### config.mk
export PLATFORM = sky130hd
export DESIGN_NAME = irq_unit_regs
export DESIGN_NICKNAME = d
export VERILOG_FILES = /design/src/rtl/irq_unit_pkg.sv /design/src/rtl/irq_unit_ctl.sv /design/src/rtl/irq_unit_dp.sv /design/src/rtl/irq_unit_regs.sv
export SDC_FILE = /design/constraint.sdc
export NUM_CORES = 1
export LEC_CHECK = 0
export BUFFER_PORTS_ARGS = -buffer_cell sky130_fd_sc_hd__buf_2
export CAP_MARGIN = 10
export CELL_PAD_IN_SITES_DETAIL_PLACEMENT = 0
export CELL_PAD_IN_SITES_GLOBAL_PLACEMENT = 1
export CORE_MARGIN = 3
export CORE_UTILIZATION = 37
export CTS_CLUSTER_DIAMETER = 80
export DETAILED_ROUTE_END_ITERATION = 16
export HOLD_SLACK_MARGIN = 0.06
export PLACE_DENSITY = 0.77
export SLEW_MARGIN = 0
export SYNTH_ARGS = -nofsm -noshare
export SYNTH_HDL_FRONTEND = slang
export SYNTH_SLANG_ARGS = --single-unit
### constraint.sdc
create_clock -name clk -period 1.62 [get_ports clk]
set_input_delay 0.324 -clock clk [delete_from_list [all_inputs] [get_ports clk]]
set_output_delay 0.324 -clock clk [all_outputs]
set_load 0.02 [all_outputs]
### src/rtl/irq_unit_pkg.sv
package irq_unit_pkg;
  // byte address width of the register port: four words
  localparam int ADDR_W = 4;
  localparam int SEL_LSB = 2;

  typedef enum logic [1:0] {
    SEL_STATUS = 2'd0,
    SEL_MASK   = 2'd1,
    SEL_IDENT  = 2'd2,
    SEL_ENABLE = 2'd3
  } regSel_e;

  typedef struct packed {
    logic loadMask;
    logic loadEnable;
    logic clearIdent;
  } ctlStrobe_t;
endpackage

### src/rtl/irq_unit_ctl.sv
module irq_unit_ctl
  import irq_unit_pkg::*;
#(
  parameter int DATA_W = 32
) (
  input  logic              regWe,
  input  logic [ADDR_W-1:0] regAddr,
  input  logic [DATA_W-1:0] statusVal,
  input  logic [DATA_W-1:0] maskVal,
  input  logic [DATA_W-1:0] identVal,
  input  logic [DATA_W-1:0] enableVal,
  output ctlStrobe_t        strobe,
  output logic [DATA_W-1:0] regRdata
);
  regSel_e sel;
  logic    aligned;

  assign sel     = regSel_e'(regAddr[SEL_LSB +: 2]);
  assign aligned = (regAddr[SEL_LSB-1:0] == '0);

  always_comb begin
    strobe            = '0;
    strobe.loadMask   = regWe && aligned && (sel == SEL_MASK);
    strobe.loadEnable = regWe && aligned && (sel == SEL_ENABLE);
    strobe.clearIdent = regWe && aligned && (sel == SEL_IDENT);
  end

  always_comb begin
    regRdata = '0;
    if (aligned) begin
      unique case (sel)
        SEL_STATUS: regRdata = statusVal;
        SEL_MASK:   regRdata = maskVal;
        SEL_IDENT:  regRdata = identVal;
        SEL_ENABLE: regRdata = enableVal;
        default:    regRdata = '0;
      endcase
    end
  end
endmodule

### src/rtl/irq_unit_dp.sv
module irq_unit_dp
  import irq_unit_pkg::*;
#(
  parameter int DATA_W = 32
) (
  input  logic              clk,
  input  logic              rstN,
  input  logic [DATA_W-1:0] rawEvt,
  input  ctlStrobe_t        strobe,
  input  logic [DATA_W-1:0] wrData,
  output logic [DATA_W-1:0] maskReg,
  output logic [DATA_W-1:0] enableReg,
  output logic [DATA_W-1:0] identReg,
  output logic [DATA_W-1:0] queuedReg,
  output logic              irqOut
);
  logic [DATA_W-1:0] rawPrev;

  always_ff @(posedge clk) begin
    if (!rstN) begin
      rawPrev   <= '0;
      maskReg   <= '1;
      enableReg <= '0;
      irqOut    <= 1'b0;
    end else begin
      rawPrev <= rawEvt;
      if (strobe.loadMask)   maskReg   <= wrData;
      if (strobe.loadEnable) enableReg <= wrData;
      irqOut <= |(identReg & ~maskReg);
    end
  end

  // one two-deep event cell per bit
  for (genvar i = 0; i < DATA_W; i++) begin : g_cell
    logic edgeHit, clrHit, idAfter, qAfter;

    always_comb begin
      edgeHit = rawEvt[i] & ~rawPrev[i] & enableReg[i];
      clrHit  = strobe.clearIdent & wrData[i];
      idAfter = identReg[i] & (~clrHit | queuedReg[i]);
      qAfter  = queuedReg[i] & ~clrHit;
    end

    always_ff @(posedge clk) begin
      if (!rstN) begin
        identReg[i]  <= 1'b0;
        queuedReg[i] <= 1'b0;
      end else begin
        identReg[i]  <= idAfter | edgeHit;
        queuedReg[i] <= qAfter | (edgeHit & idAfter);
      end
    end
  end
endmodule

### src/rtl/irq_unit_regs.sv
module irq_unit_regs
  import irq_unit_pkg::*;
#(
  parameter int DATA_W = 32
) (
  input  logic              clk,
  input  logic              rstN,
  input  logic [DATA_W-1:0] rawEvt,
  input  logic              regWe,
  input  logic [ADDR_W-1:0] regAddr,
  input  logic [DATA_W-1:0] regWdata,
  output logic [DATA_W-1:0] regRdata,
  output logic              irqOut
);
  ctlStrobe_t        strobe;
  logic [DATA_W-1:0] maskVal, enableVal, identVal, queuedVal;

  irq_unit_ctl #(.DATA_W(DATA_W)) uCtl (
    .regWe     (regWe),
    .regAddr   (regAddr),
    .statusVal (rawEvt),
    .maskVal   (maskVal),
    .identVal  (identVal),
    .enableVal (enableVal),
    .strobe    (strobe),
    .regRdata  (regRdata)
  );

  irq_unit_dp #(.DATA_W(DATA_W)) uDp (
    .clk       (clk),
    .rstN      (rstN),
    .rawEvt    (rawEvt),
    .strobe    (strobe),
    .wrData    (regWdata),
    .maskReg   (maskVal),
    .enableReg (enableVal),
    .identReg  (identVal),
    .queuedReg (queuedVal),
    .irqOut    (irqOut)
  );
endmodule

==> results.txt, run 1 <==
----------------------------------------------------
[Yosys]
  Syn_nets ... between 800 and 900
  Synth Cell Area ... 7160 um2
  Sequential area share after synthesis ... between 40% and 50%
  Synthesized flop and latch total ... 161
  Count of different cell masters after synthesis ... 26
  Number of instances in the synthesized netlist ... ~780
  Number of warnings reported in the yosys synthesis log ... 0
  Syn_area_per_cell ... slightly above 9 um2

[Global route]
  Largest net degree at the start of global routing ... between 60 and 70
  Global-route usage over all layers ... about a fifth
  Number of antenna violations at the first check in global routing ... 0
  Global route overflow ... 0
  Vias in the first global route ... 6079
  First-pass GRT wire length ... between 30000 and 40000 um

[Floorplan]
  # rows ... 50
  Placeable Area ... between 15000 and 20000 um2
  I/O pin total ... around 100
  Die width ... 145 um
  Height of the chip ... between 100 and 150 um
  Die Area ... 21100 um2
  Starting utilization of the core area ... between 30% and 40%

[Route]
  Initial DRC count ... 331
  Post-detailed-route wirelength per cell ... between 15 and 20 um
  Antenna-violating nets left ... 0
  Via count ... slightly above 6k
  Detailed-route wire length ... 21400 um
  Via/cell ratio ... 5.05
  First-pass iteration count of the detailed router ... 7
  DRC Markers ... 0

[Critical path]
  Element type at the critical path start ... register
  Register-to-register setup slack ... approximately 0.34 ns
  Crit path arrival time ... 1.53 ns
  R2r startpoint ... uDp.enableReg[1]
  Worst Path Max Fanout ... 2
  Terminus of the critical flop-to-flop path ... uDp.queuedReg[1]
  Crit Path Class ... reg2out
  Endpoint kind of the worst setup timing path ... primary output
  Worst Reg-to-Reg Cells ... 6
  Critical path required time ... roughly 1.3 ns

[Pwr]
  Largest vdd supply drop ... about 750 uV
  Power Dens Cells ... around 930 nW/um2
  Leakage component of the power ... ~3.7 nW
  Sum of internal, switching and leakage power ... 8.83 mW

[Clock tree]
  Worst-Skew Late Latency ... 0.43 ns
  Maximum clock path buffer count ... 2
  Num CTS Buffers ... 17
  H-tree levels ... 4
  Clk sinks ... ~160
  Cell at the root of the clock tree ... sky130_fd_sc_hd__clkbuf_16
  TritonCTS clock tree ... built
  CTS clk-pin slew, worst paths ... 0.06 ns

[STA]
  Max Transition Viols Final ... 0
  Max Clock Skew ... about 0.0074 ns
  Setup violation total in the final timing report ... 32
  Setup slack of the critical path after layout ... -0.238 ns
  Final worst path period need ... about 1.9 ns
  Worst rel slew slack ... roughly 72%
  Summed negative setup slack over all endpoints ... -6.50 ns
  Crit share post-route ... 115%
  Least-Margin Pin Slew ... between 0.4 and 0.5 ns
  Final hold violation count ... 0
  Worst hold margin ... 0.121 ns
  Unrepaired setup endpoints after global routing ... yes
  Max frequency ... between 500 and 600 MHz

[Hold path]
  Class of the worst hold path ... in2reg
  Worst Hold Depth ... 2
  Min-delay src ... rawEvt[19]
  Hold endpoint ... uDp.rawPrev[19]

[Layout]
  Fillcell total ... 1761
  Cell Count, Final, Fillers Out ... ~1.2k
  Final antenna diode count ... 0
  Total Nets Final ... between 1k and 1.5k
  Layout Area Growth over Synthesis ... 32.8%
  Share of final-layout standard cells stronger than drive strength 1 ... around 40%

[Outcome]
  Result of the run ... finished with violations
  Violated checks ... setup timing

[Run]
  Max-cap violation count ... 0

[Place]
  DPL Wire Length ... 14000 um
  Setup slack after placement ... -0.265 ns
  Instance count after placement with tap cells included ... 1126
  Total of buffers placed on input and output ports ... 103
  RePlAce Congestion ... 0.772

----------------------------------------------------
[report_power, final]
group          switching (mW)  internal, mW  total, mW
clock                    1.58          2.29       3.88
sequential             0.0315          4.04       4.07
combinational           0.444         0.439      0.883
[cells in the mapped netlist (all sizes together)]
cell type,count,share of area [%]
dfxtp,161,45
nand2,128,6.7
nand3,65,4.9
a21oi,64,4.5
and2,64,5.6
inv,33,1.7
nand3b,33,3.5
nor2b,33,2.9
maj3,32,5.0
mux4,32,10
nor2,32,1.7
o21ai,32,2.2
clkbuf,25,1.3
buf,24,2.5
o22ai,16,1.4
nor4,4,0.35
a41oi,1,0.12
and3,1,0.10
and3b,1,0.14
nor3b,1,0.26
or2,1,0.087
[flip-flops by register name, indices dropped and copies added, names as in the netlist]
register       cells
uDp.irqOut         1
uDp.rawPrev       32
uDp.identReg      32
uDp.maskReg       32
uDp.enableReg     32
uDp.queuedReg     32
[stage by stage]
stage / instance area [um2] / util [%]
detailed placement: 8090 / 43.0
floorplan: 7200 / -
global route: 9510 / 50.5
finish: 9510 / 50.5
CTS: 9300 / 49.4
global placement: 8090 / 43.0
[cells by family (layout without fill, tap and decap cells)]
kind of cell | Yosys count | after routing | share of synthesized area, %
AOI/OAI and AO/OA | 113 | 113 | 8.23
adders and majority gates | 32 | 32 | 5.00
DFF | 161 | 161 | 45.0
buffers and inverters | 82 | 248 | 5.52
and+or+nand+nor | 363 | 363 | 26.2
muxes | 32 | 32 | 10.1
[how the worst max path moves through the flow]
stage                                 start  slack (ns)            to  cells past startpoint
after floorplan                  regAddr[3]       -0.02  regRdata[10]                      4
after global placement           regAddr[3]       -0.26  regRdata[25]                      5
after detailed placement         regAddr[3]       -0.27  regRdata[25]                      5
after CTS                 uDp.enableReg[25]       -0.26  regRdata[25]                      3
after global routing         uDp.maskReg[6]       -0.28   regRdata[6]                      3
final                     uDp.enableReg[12]       -0.24  regRdata[12]                      3
[worst max-delay path, stage by stage, from the launching register on]
cell and delay, ns:
sky130_fd_sc_hd__dfxtp_2 0.32, sky130_fd_sc_hd__mux4_2 0.47, sky130_fd_sc_hd__nor2b_2 0.17, sky130_fd_sc_hd__buf_6 0.14
[cell type report]
type	instances	area [um2]	share of cell area, %
Clock buffer	21	450	4.74
Clock inverter	11	114	1.20
Sequential cell	161	3310	34.9
Timing Repair Buffer	183	1470	15.5
Multi-Input combinational cell	540	3710	39.0
Inverter	33	124	1.30
Tap cell	260	325	3.42
[placed cells by master (no fill, tap or decap), types with 2 or more instances in the layout]
master / count
sky130_fd_sc_hd__mux4_2: 32
sky130_fd_sc_hd__dfxtp_1: 90
sky130_fd_sc_hd__bufinv_16: 2
sky130_fd_sc_hd__nor2b_4: 20
sky130_fd_sc_hd__clkinv_2: 6
sky130_fd_sc_hd__maj3_2: 30
sky130_fd_sc_hd__clkbuf_16: 17
sky130_fd_sc_hd__dfxtp_2: 70
sky130_fd_sc_hd__nand2_1: 128
sky130_fd_sc_hd__inv_1: 32
sky130_fd_sc_hd__buf_4: 73
sky130_fd_sc_hd__nor2_1: 32
sky130_fd_sc_hd__nand3_1: 60
sky130_fd_sc_hd__clkbuf_1: 3
sky130_fd_sc_hd__o21ai_0: 32
sky130_fd_sc_hd__nor4_1: 4
sky130_fd_sc_hd__nor2b_1: 6
sky130_fd_sc_hd__a21oi_1: 64
sky130_fd_sc_hd__nand3_2: 5
sky130_fd_sc_hd__nand3b_1: 33
sky130_fd_sc_hd__and2_1: 64
sky130_fd_sc_hd__buf_16: 2
sky130_fd_sc_hd__maj3_1: 2
sky130_fd_sc_hd__clkinvlp_4: 2
sky130_fd_sc_hd__nor2b_2: 7
sky130_fd_sc_hd__o22ai_1: 16
sky130_fd_sc_hd__buf_6: 27
sky130_fd_sc_hd__buf_2: 70
sky130_fd_sc_hd__buf_12: 10
[metal layers]
| metal | wire length, um | vias up | global-route usage [%] |
|---|---|---|---|
| met5 | 0 | - | 0 |
| met4 | 288 | 0 | 5.79 |
| met3 | 1120 | 19 | 4.03 |
| met2 | 10000 | 182 | 32.7 |
| met1 | 10000 | 2923 | 28.5 |
| li1 | - | 2982 | - |
[what timing repair did]
action | 4_1_cts | 5_1_grt
gates resized for setup | 122 | 48
gates cloned | 2 | 0
pin swaps | 0 | 0
buffers inserted | 43 | 6
hold buffers | 0 | 0
setup endpoints to repair | 32 | 32
(Power assumes the default switching activity.)
==> inputs of run 2 (changes only) <==
--- a/config.mk
+++ b/config.mk
@@ -19,3 +19,4 @@
 export SYNTH_ARGS = -nofsm -noshare
 export SYNTH_HDL_FRONTEND = slang
 export SYNTH_SLANG_ARGS = --single-unit
+export TNS_END_PERCENT = 5
==> run 2 against run 1 <==
Effect of this change: the flow still finishes with violations (setup timing); critical path depth is the same; register-to-register slack better by 0.04 ns; worst hold slack improved by 0.0070 ns; via count is 2.7% lower; routed wire length shrank 4.3%; final area fell by 5.8%; non-clock buffer count fell by 47.
==> results.txt, run 2 (same netlist as run 1, synthesis figures left out) <==
----------------------------------------------------
[Outcome]
  Result of the run ... finished with violations (unchanged)
  Violated checks ... setup timing (unchanged)

[STA]
  Unrepaired setup endpoints after global routing ... yes (unchanged)
  Final hold violation count ... 0 (unchanged)
  Final worst path period need ... 1.84 ns (was 1.86 ns)
  Worst rel slew slack ... 69.4% (was 72.4%)
  Max Clock Skew ... 0.0124 ns (was 0.00742 ns)
  Least-Margin Pin Slew ... 0.460 ns (was 0.413 ns)
  Crit share post-route ... 114% (was 115%)
  Max frequency ... 542 MHz (was 538 MHz)
  Setup slack of the critical path after layout ... -0.223 ns (was -0.238 ns)
  Max Transition Viols Final ... 0 (unchanged)
  Setup violation total in the final timing report ... 32 (unchanged)

[Floorplan]
  Starting utilization of the core area ... 38.0% (unchanged)
  # rows ... 50 (unchanged)
  I/O pin total ... 104 (unchanged)
  Die width ... 145 um (unchanged)
  Placeable Area ... 18800 um2 (unchanged)
  Height of the chip ... 145 um (unchanged)
  Die Area ... 21100 um2 (unchanged)

[Critical path]
  Slowest cell on the critical path ... sky130_fd_sc_hd__mux4_2 (unchanged)
  Family with the most delay on the worst path ... multiplexers (unchanged)
  Crit path arrival time ... 1.52 ns (was 1.53 ns)
  Crit Path Class ... reg2out (unchanged)
  Worst path buffer plus inverter count ... 1 (unchanged)
  Worst Path Max Fanout ... 3 (was 2)
  Endpoint kind of the worst setup timing path ... primary output (unchanged)
  Critical path required time ... 1.30 ns (about the same)
  Crit-path cells ... mux4_2 > nor2b_1 > buf_2 (was mux4_2 > nor2b_2 > buf_6)
  Register-to-register setup slack ... 0.38 ns (was 0.34 ns)
  Element type at the critical path start ... register (unchanged)
  CP peak stage delay ... 0.44 ns (was 0.47 ns)

[Route]
  Post-detailed-route wirelength per cell ... 17.6 um (was 17.7 um)
  Antenna-violating nets left ... 0 (unchanged)
  DRC Markers ... 0 (unchanged)
  Via/cell ratio ... 5.11 (was 5.05)
  First-pass iteration count of the detailed router ... 5 (was 7)
  Initial DRC count ... 360 (was 331)
  Via count ... 5943 (was 6106)
  Detailed-route wire length ... 20500 um (was 21400 um)

[Global route]
  Number of antenna violations at the first check in global routing ... 2 (was 0)
  Global-route usage over all layers ... 19.4% (was 20.5%)
  Largest net degree at the start of global routing ... 66 (was 62)
  Vias in the first global route ... 5776 (was 6079)
  First-pass GRT wire length ... 32200 um (was 34100 um)
  Global route overflow ... 0 (unchanged)

[Hold path]
  Class of the worst hold path ... in2reg (unchanged)

[Pwr]
  Largest vdd supply drop ... 564 uV (was 751 uV)
  Sum of internal, switching and leakage power ... 9.32 mW (was 8.83 mW)
  Leakage component of the power ... 3.39 nW (was 3.65 nW)
  Power Dens Cells ... 1040 nW/um2 (was 929 nW/um2)

[Clock tree]
  Maximum clock path buffer count ... 2 (unchanged)
  TritonCTS clock tree ... built (unchanged)
  Hold buffer count at CTS ... 0 (unchanged)
  H-tree levels ... 4 (unchanged)
  Cell at the root of the clock tree ... sky130_fd_sc_hd__clkbuf_16 (unchanged)
  Worst-Skew Late Latency ... 0.43 ns (about the same)
  Num CTS Buffers ... 17 (unchanged)
  CTS clk-pin slew, worst paths ... 0.07 ns (was 0.06 ns)
  Clk sinks ... 161 (unchanged)

[Place]
  DPL Wire Length ... 14000 um (about the same)
  Total of buffers placed on input and output ports ... 103 (unchanged)
  RePlAce Congestion ... 0.794 (was 0.772)
  Total placed instance area ... 8100 um2 (was 8090 um2)

[Layout]
  Commonest non-fill, non-tap cells in the layout ... sky130_fd_sc_hd__nand2_1, sky130_fd_sc_hd__dfxtp_1, sky130_fd_sc_hd__buf_2 (was sky130_fd_sc_hd__nand2_1, sky130_fd_sc_hd__dfxtp_1, sky130_fd_sc_hd__buf_4)
  Total Nets Final ... 960 (was 1007)
  Design Area, Final ... 8960 um2 (was 9510 um2)
  Share of final-layout standard cells stronger than drive strength 1 ... 32.8% (was 40.3%)
  Most common cell after layout, fill and taps aside ... sky130_fd_sc_hd__nand2_1 (unchanged)
  Layout Area Growth over Synthesis ... 25.1% (was 32.8%)

[Run]
  Max-cap violation count ... 0 (unchanged)

----------------------------------------------------
-- run 2: changes by cell type in the layout (fill, tap and decap cells not counted), sizes merged --
cell,change
diode,+2
buf,-47
clkinvlp,-1
bufinv,+3
clkbuf,-1
clkinv,-1
-- run 2: what timing repair did --
action	in CTS	in global routing
resized for setup	41	36
buffers inserted	4	2
setup endpoints to repair	32	32
pin swaps	0	0
hold endpoints to repair	0	0
-- run 2: area by class of cell --
class | count | area, um2
fill | 1808 | 9870
timing repair buffer | 136 | 970
inverter | 33 | 124
tap | 260 | 325
clock buffer | 20 | 457
antenna | 2 | 5.00
clock inverter | 12 | 206
multi-input combinational | 540 | 3580
sequential | 161 | 3290
-- run 2: worst register-to-register path, stage by stage (launching register included) --
cell and delay (ns):
sky130_fd_sc_hd__dfxtp_1 0.32, sky130_fd_sc_hd__inv_1 0.12, sky130_fd_sc_hd__o22ai_1 0.11, sky130_fd_sc_hd__nor4_1 0.40
sky130_fd_sc_hd__a41oi_1 0.16
-- run 2: where the power goes --
| group | total, mW | internal [mW] | switching (mW) |
|---|---|---|---|
| combinational | 0.758 | 0.358 | 0.400 |
| clock | 4.49 | 2.83 | 1.66 |
| sequential | 4.07 | 4.04 | 0.0378 |
-- run 2: stage by stage --
step / hold slack, ns / worst slack, ns / setup TNS, ns / util (%) / std cells
4_1_cts: 0.115 / -0.251 / -7.26 / 47.0 / 1160
2_1_floorplan: 0.446 / -0.0162 / -0.336 / - / 783
3_5_place_dp: 0.463 / -0.315 / -13.66 / 43.0 / 1124
5_1_grt: 0.110 / -0.281 / -8.18 / 47.6 / 1164
6_report: 0.128 / -0.223 / -6.51 / 47.6 / 1164
3_3_place_gp: 0.455 / -0.295 / -12.83 / 43.0 / 1124
-- run 2: final timing paths --
check                                         end  cells after the start               from
worst max register to register         uDp.irqOut                      4   uDp.identReg[10]
worst max-delay path                 regRdata[26]                      3    uDp.maskReg[26]
worst min-delay path              uDp.rawPrev[17]                      2         rawEvt[17]
worst min register to register  uDp.enableReg[17]                      2  uDp.enableReg[17]
-- run 2: layer usage --
| layer | vias up | routed length (um) | track usage, % |
|---|---|---|---|
| met5 | - | 0 | 0 |
| met4 | 0 | 281 | 5.46 |
| met3 | 15 | 1120 | 4.93 |
| met2 | 162 | 9570 | 30.5 |
| met1 | 2878 | 9530 | 26.6 |
| li1 | 2888 | - | - |
==> inputs of run 3 (changes only) <==
--- a/config.mk
+++ b/config.mk
@@ -5,6 +5,7 @@
 export SDC_FILE = /design/constraint.sdc
 export NUM_CORES = 1
 export LEC_CHECK = 0
+export ABC_AREA = 1
 export BUFFER_PORTS_ARGS = -buffer_cell sky130_fd_sc_hd__buf_2
 export CAP_MARGIN = 10
 export CELL_PAD_IN_SITES_DETAIL_PLACEMENT = 0
@@ -14,7 +15,7 @@
 export CTS_CLUSTER_DIAMETER = 80
 export DETAILED_ROUTE_END_ITERATION = 16
 export HOLD_SLACK_MARGIN = 0.06
-export PLACE_DENSITY = 0.77
+export PLACE_DENSITY = 0.78
 export SLEW_MARGIN = 0
 export SYNTH_ARGS = -nofsm -noshare
 export SYNTH_HDL_FRONTEND = slang
==> constraint.sdc (replaced) <==
create_clock -name clk -period 1.7 [get_ports clk]
set_input_delay 0.34 -clock clk [delete_from_list [all_inputs] [get_ports clk]]
set_output_delay 0.34 -clock clk [all_outputs]
set_load 0.02 [all_outputs]
==> run 3 against run 2 <==
Effect of this change: utilization is 2.0 points higher; via count is 14% higher; synthesized cell count is 30% higher; sequential cell count stayed put; the run still ends with setup timing left; global-route usage is 0.093 points higher; die area is 0.82% higher; largest cell class unchanged; routed wire length is 1.9% higher; non-clock buffer count is 10 higher.
==> results.txt, run 3 <==
----------------------------------------------------
[Yosys]
  Number of instances in the synthesized netlist ... 1020 (was 783)
  Async set-or-reset flop fraction in the synthesized netlist ... 0% (unchanged)
  Cell types occupying the most area after synthesis ... sky130_fd_sc_hd__dfxtp_1, sky130_fd_sc_hd__nand2_1, sky130_fd_sc_hd__inv_1 (was sky130_fd_sc_hd__dfxtp_1, sky130_fd_sc_hd__mux4_2, sky130_fd_sc_hd__nand2_1)
  Area share of the leading cell type in the synthesized netlist ... 44.6% (was 45.0%)
  Synth Cell Area ... 7220 um2 (was 7160 um2)
  Commonest register cell after synthesis ... sky130_fd_sc_hd__dfxtp_1 (unchanged)
  Number of warnings reported in the yosys synthesis log ... 0 (unchanged)
  Sequential area share after synthesis ... 44.6% (was 45.0%)
  Cell types with the highest counts after synthesis ... sky130_fd_sc_hd__nand2_1, sky130_fd_sc_hd__inv_1, sky130_fd_sc_hd__dfxtp_1 (was sky130_fd_sc_hd__dfxtp_1, sky130_fd_sc_hd__nand2_1, sky130_fd_sc_hd__a21oi_1, sky130_fd_sc_hd__and2_1, sky130_fd_sc_hd__nand3_1)
  Syn_area_per_cell ... 7.08 um2 (was 9.15 um2)
  Cell type with the largest total area after synthesis ... sky130_fd_sc_hd__dfxtp_1 (unchanged)
  Count of different cell masters after synthesis ... 18 (was 26)
  Top-count cell post-synth ... sky130_fd_sc_hd__nand2_1 (was sky130_fd_sc_hd__dfxtp_1)
  Syn_nets ... 1091 (was 854)
  Number of enable flip-flop cells after synthesis ... 0 (unchanged)
  Synthesized flop and latch total ... 161 (unchanged)

[Place]
  Instance count after placement with tap cells included ... 1369 (was 1124)
  RePlAce Congestion ... 0.777 (was 0.794)
  Total of buffers placed on input and output ports ... 103 (unchanged)
  DPL Wire Length ... 13900 um (was 14000 um)

[Critical path]
  Crit Path Class ... in2out (was reg2out)
  Register-to-register setup slack ... 0.57 ns (was 0.38 ns)
  Critical path required time ... 1.36 ns (was 1.30 ns)
  Element type at the critical path start ... primary input (was register)
  Crit path arrival time ... 1.36 ns (was 1.52 ns)
  Worst setup startpoint ... regAddr[2] (was uDp.maskReg[26])
  R2r startpoint ... uDp.maskReg[25] (was uDp.identReg[10])
  Terminus of the critical flop-to-flop path ... uDp.irqOut (unchanged)
  Worst Path Max Fanout ... 17 (was 3)
  Worst Reg-to-Reg Cells ... 7 (was 4)
  CP endpoint ... regRdata[7] (was regRdata[26])
  Endpoint kind of the worst setup timing path ... primary output (unchanged)

[Clock tree]
  Worst-Skew Late Latency ... 0.42 ns (was 0.43 ns)
  Maximum clock path buffer count ... 2 (unchanged)
  Cell at the root of the clock tree ... sky130_fd_sc_hd__clkbuf_16 (unchanged)
  CTS clk-pin slew, worst paths ... 0.06 ns (was 0.07 ns)
  Hold buffer count at CTS ... 0 (unchanged)
  Clk sinks ... 161 (unchanged)
  Num CTS Buffers ... 17 (unchanged)
  H-tree levels ... 4 (unchanged)
  TritonCTS clock tree ... built (unchanged)

[STA]
  Least-Margin Pin Slew ... 0.419 ns (was 0.460 ns)
  Summed negative setup slack over all endpoints ... -0.00552 ns (was -6.51 ns)
  Max Transition Viols Final ... 0 (unchanged)
  Max Clock Skew ... 0.00545 ns (was 0.0124 ns)
  Setup violation total in the final timing report ... 4 (was 32)
  Setup slack of the critical path after layout ... -0.00257 ns (was -0.223 ns)
  Final hold violation count ... 0 (unchanged)
  Max frequency ... 587 MHz
  Worst rel slew slack ... 72.0% (was 69.4%)
  Unrepaired setup endpoints after global routing ... yes (unchanged)
  Final worst path period need ... 1.70 ns
  Crit share post-route ... 100%

[Layout]
  Final antenna diode count ... 0 (was 2)
  Storage cell area ... 3230 um2 (was 3290 um2)
  Multi-input gate area ... 3360 um2 (was 3580 um2)
  Total Nets Final ... 1205 (was 960)
  Post-Route Utilization ... 49.5% (was 47.6%)
  Most common cell after layout, fill and taps aside ... sky130_fd_sc_hd__nand2_1 (unchanged)
  Cell Count, Final, Fillers Out ... 1406 (was 1164)
  Fillcell total ... 1873 (was 1808)
  Share of final-layout standard cells stronger than drive strength 1 ... 22.1% (was 32.8%)
  Commonest non-fill, non-tap cells in the layout ... sky130_fd_sc_hd__nand2_1, sky130_fd_sc_hd__inv_1, sky130_fd_sc_hd__dfxtp_1 (was sky130_fd_sc_hd__nand2_1, sky130_fd_sc_hd__dfxtp_1, sky130_fd_sc_hd__buf_2)
  Layout Area Growth over Synthesis ... 30.0% (was 25.1%)

[Floorplan]
  Die width ... 146 um (was 145 um)
  Die Area ... 21200 um2 (was 21100 um2)
  # rows ... 50 (unchanged)
  Placeable Area ... 19000 um2 (was 18800 um2)
  Starting utilization of the core area ... 38.1% (was 38.0%)
  I/O pin total ... 104 (unchanged)
  Height of the chip ... 146 um (was 145 um)

[Route]
  Detailed-route wire length ... 20900 um (was 20500 um)
  Post-detailed-route wirelength per cell ... 14.9 um (was 17.6 um)
  Via/cell ratio ... 4.82 (was 5.11)
  Via count ... 6774 (was 5943)
  DRC Markers ... 0 (unchanged)
  Initial DRC count ... 377 (was 360)
  First-pass iteration count of the detailed router ... 5 (unchanged)
  Antenna-violating nets left ... 0 (unchanged)

[Global route]
  Global route overflow ... 0 (unchanged)
  Met1 Resource Use GR ... 26.7% (was 26.6%)
  Global-route usage over all layers ... 19.5% (was 19.4%)
  Number of antenna violations at the first check in global routing ... 0 (was 2)
  First-pass GRT wire length ... 33500 um (was 32200 um)
  Global-route track usage on met3 ... 4.20% (was 4.93%)
  Grt met2 use ... 31.8% (was 30.5%)
  Vias in the first global route ... 6506 (was 5776)
  Largest net degree at the start of global routing ... 44 (was 66)
  Most Used Layer, Global Route ... met2 (unchanged)

[Outcome]
  Violated checks ... setup timing (unchanged)
  Result of the run ... finished with violations (unchanged)

[Run]
  Max-cap violation count ... 0 (unchanged)

[Hold path]
  Class of the worst hold path ... in2reg (unchanged)

[Pwr]
  Leakage component of the power ... 4.10 nW (was 3.39 nW)
  Power Dens Cells ... 946 nW/um2 (was 1040 nW/um2)
  Largest vdd supply drop ... 735 uV (was 564 uV)

----------------------------------------------------
run 3: cell types whose count changed in the layout (fill, tap and decap cells not counted), sizes merged, moves of 33 or more:
cell and change:
o21ai +39, inv +130, and2 -64, a21oi +35, nor2 +46, nor2b -33, nand3b -33, nand2 +137
run 3: worst max-delay path, cell delays in order:
cell,delay [ns]
sky130_fd_sc_hd__buf_2,0.14
sky130_fd_sc_hd__nor2_4,0.14
sky130_fd_sc_hd__buf_12,0.17
sky130_fd_sc_hd__buf_12,0.12
sky130_fd_sc_hd__nand2_1,0.06
sky130_fd_sc_hd__a41oi_2,0.20
sky130_fd_sc_hd__buf_4,0.17
run 3: per-layer routing:
| layer | share of wire, % | wire length (um) | vias up |
|---|---|---|---|
| met4 | 0.75 | 156 | 0 |
| met2 | 46 | 9640 | 123 |
| met1 | 49 | 10200 | 3125 |
| li1 | - | - | 3513 |
| met5 | 0 | 0 | - |
| met3 | 4.3 | 906 | 13 |
run 3: power breakdown:
part           internal, mW  switching, mW
Sequential             3.86         0.0463
Clock                  2.64           1.52
Combinational         0.317          0.493
run 3: area by class of cell:
| cell class | count | share of cell area, % |
|---|---|---|
| Clock buffer | 22 | 5.26 |
| Clock inverter | 9 | 1.63 |
| Inverter | 165 | 6.77 |
| Multi-Input combinational cell | 643 | 35.8 |
| Sequential cell | 161 | 34.3 |
| Tap cell | 260 | 3.46 |
| Timing Repair Buffer | 146 | 12.7 |
run 3: metrics by stage:
step | cell area [um2] | setup slack (ns) | hold slack [ns] | power [mW]
5_1_grt | 9390 | -0.0566 | 0.112 | 9.21
2_1_floorplan | 7220 | 0.0489 | 0.433 | 4.33
4_1_cts | 9200 | -0.0355 | 0.110 | 8.91
3_5_place_dp | 8250 | -0.131 | 0.450 | 4.69
6_report | 9390 | -0.00257 | 0.128 | 8.88
3_3_place_gp | 8250 | -0.138 | 0.449 | 4.68
run 3: what timing repair did:
| item | 4_1_cts | 5_1_grt |
|---|---|---|
| endpoints found under the hold margin | 0 | 0 |
| resized for setup | 54 | 41 |
| setup buffers | 4 | 0 |
| endpoints found under the setup margin | 32 | 32 |
| gates cloned | 1 | 1 |
| pin swaps | 1 | 2 |
run 3: worst min-delay path by stage:
stage / end / slack (ns) / from / depth (start not counted)
after floorplan: uDp.rawPrev[0] / 0.43 / rawEvt[0] / 2
after global placement: uDp.queuedReg[17] / 0.45 / uDp.queuedReg[17] / 2
after detailed placement: uDp.enableReg[20] / 0.45 / uDp.enableReg[20] / 2
after CTS: uDp.rawPrev[27] / 0.11 / rawEvt[27] / 3
after global routing: uDp.rawPrev[13] / 0.11 / rawEvt[13] / 3
final: uDp.rawPrev[27] / 0.13 / rawEvt[27] / 3
run 3: cell families (layout without fill, tap and decap cells):
| logic type | Yosys count | count (layout) | synth area share (%) |
|---|---|---|---|
| compound gates | 232 | 232 | 20.3 |
| flops | 161 | 161 | 44.6 |
| buf+inv | 216 | 342 | 12.1 |
| simple gates | 411 | 411 | 23.0 |
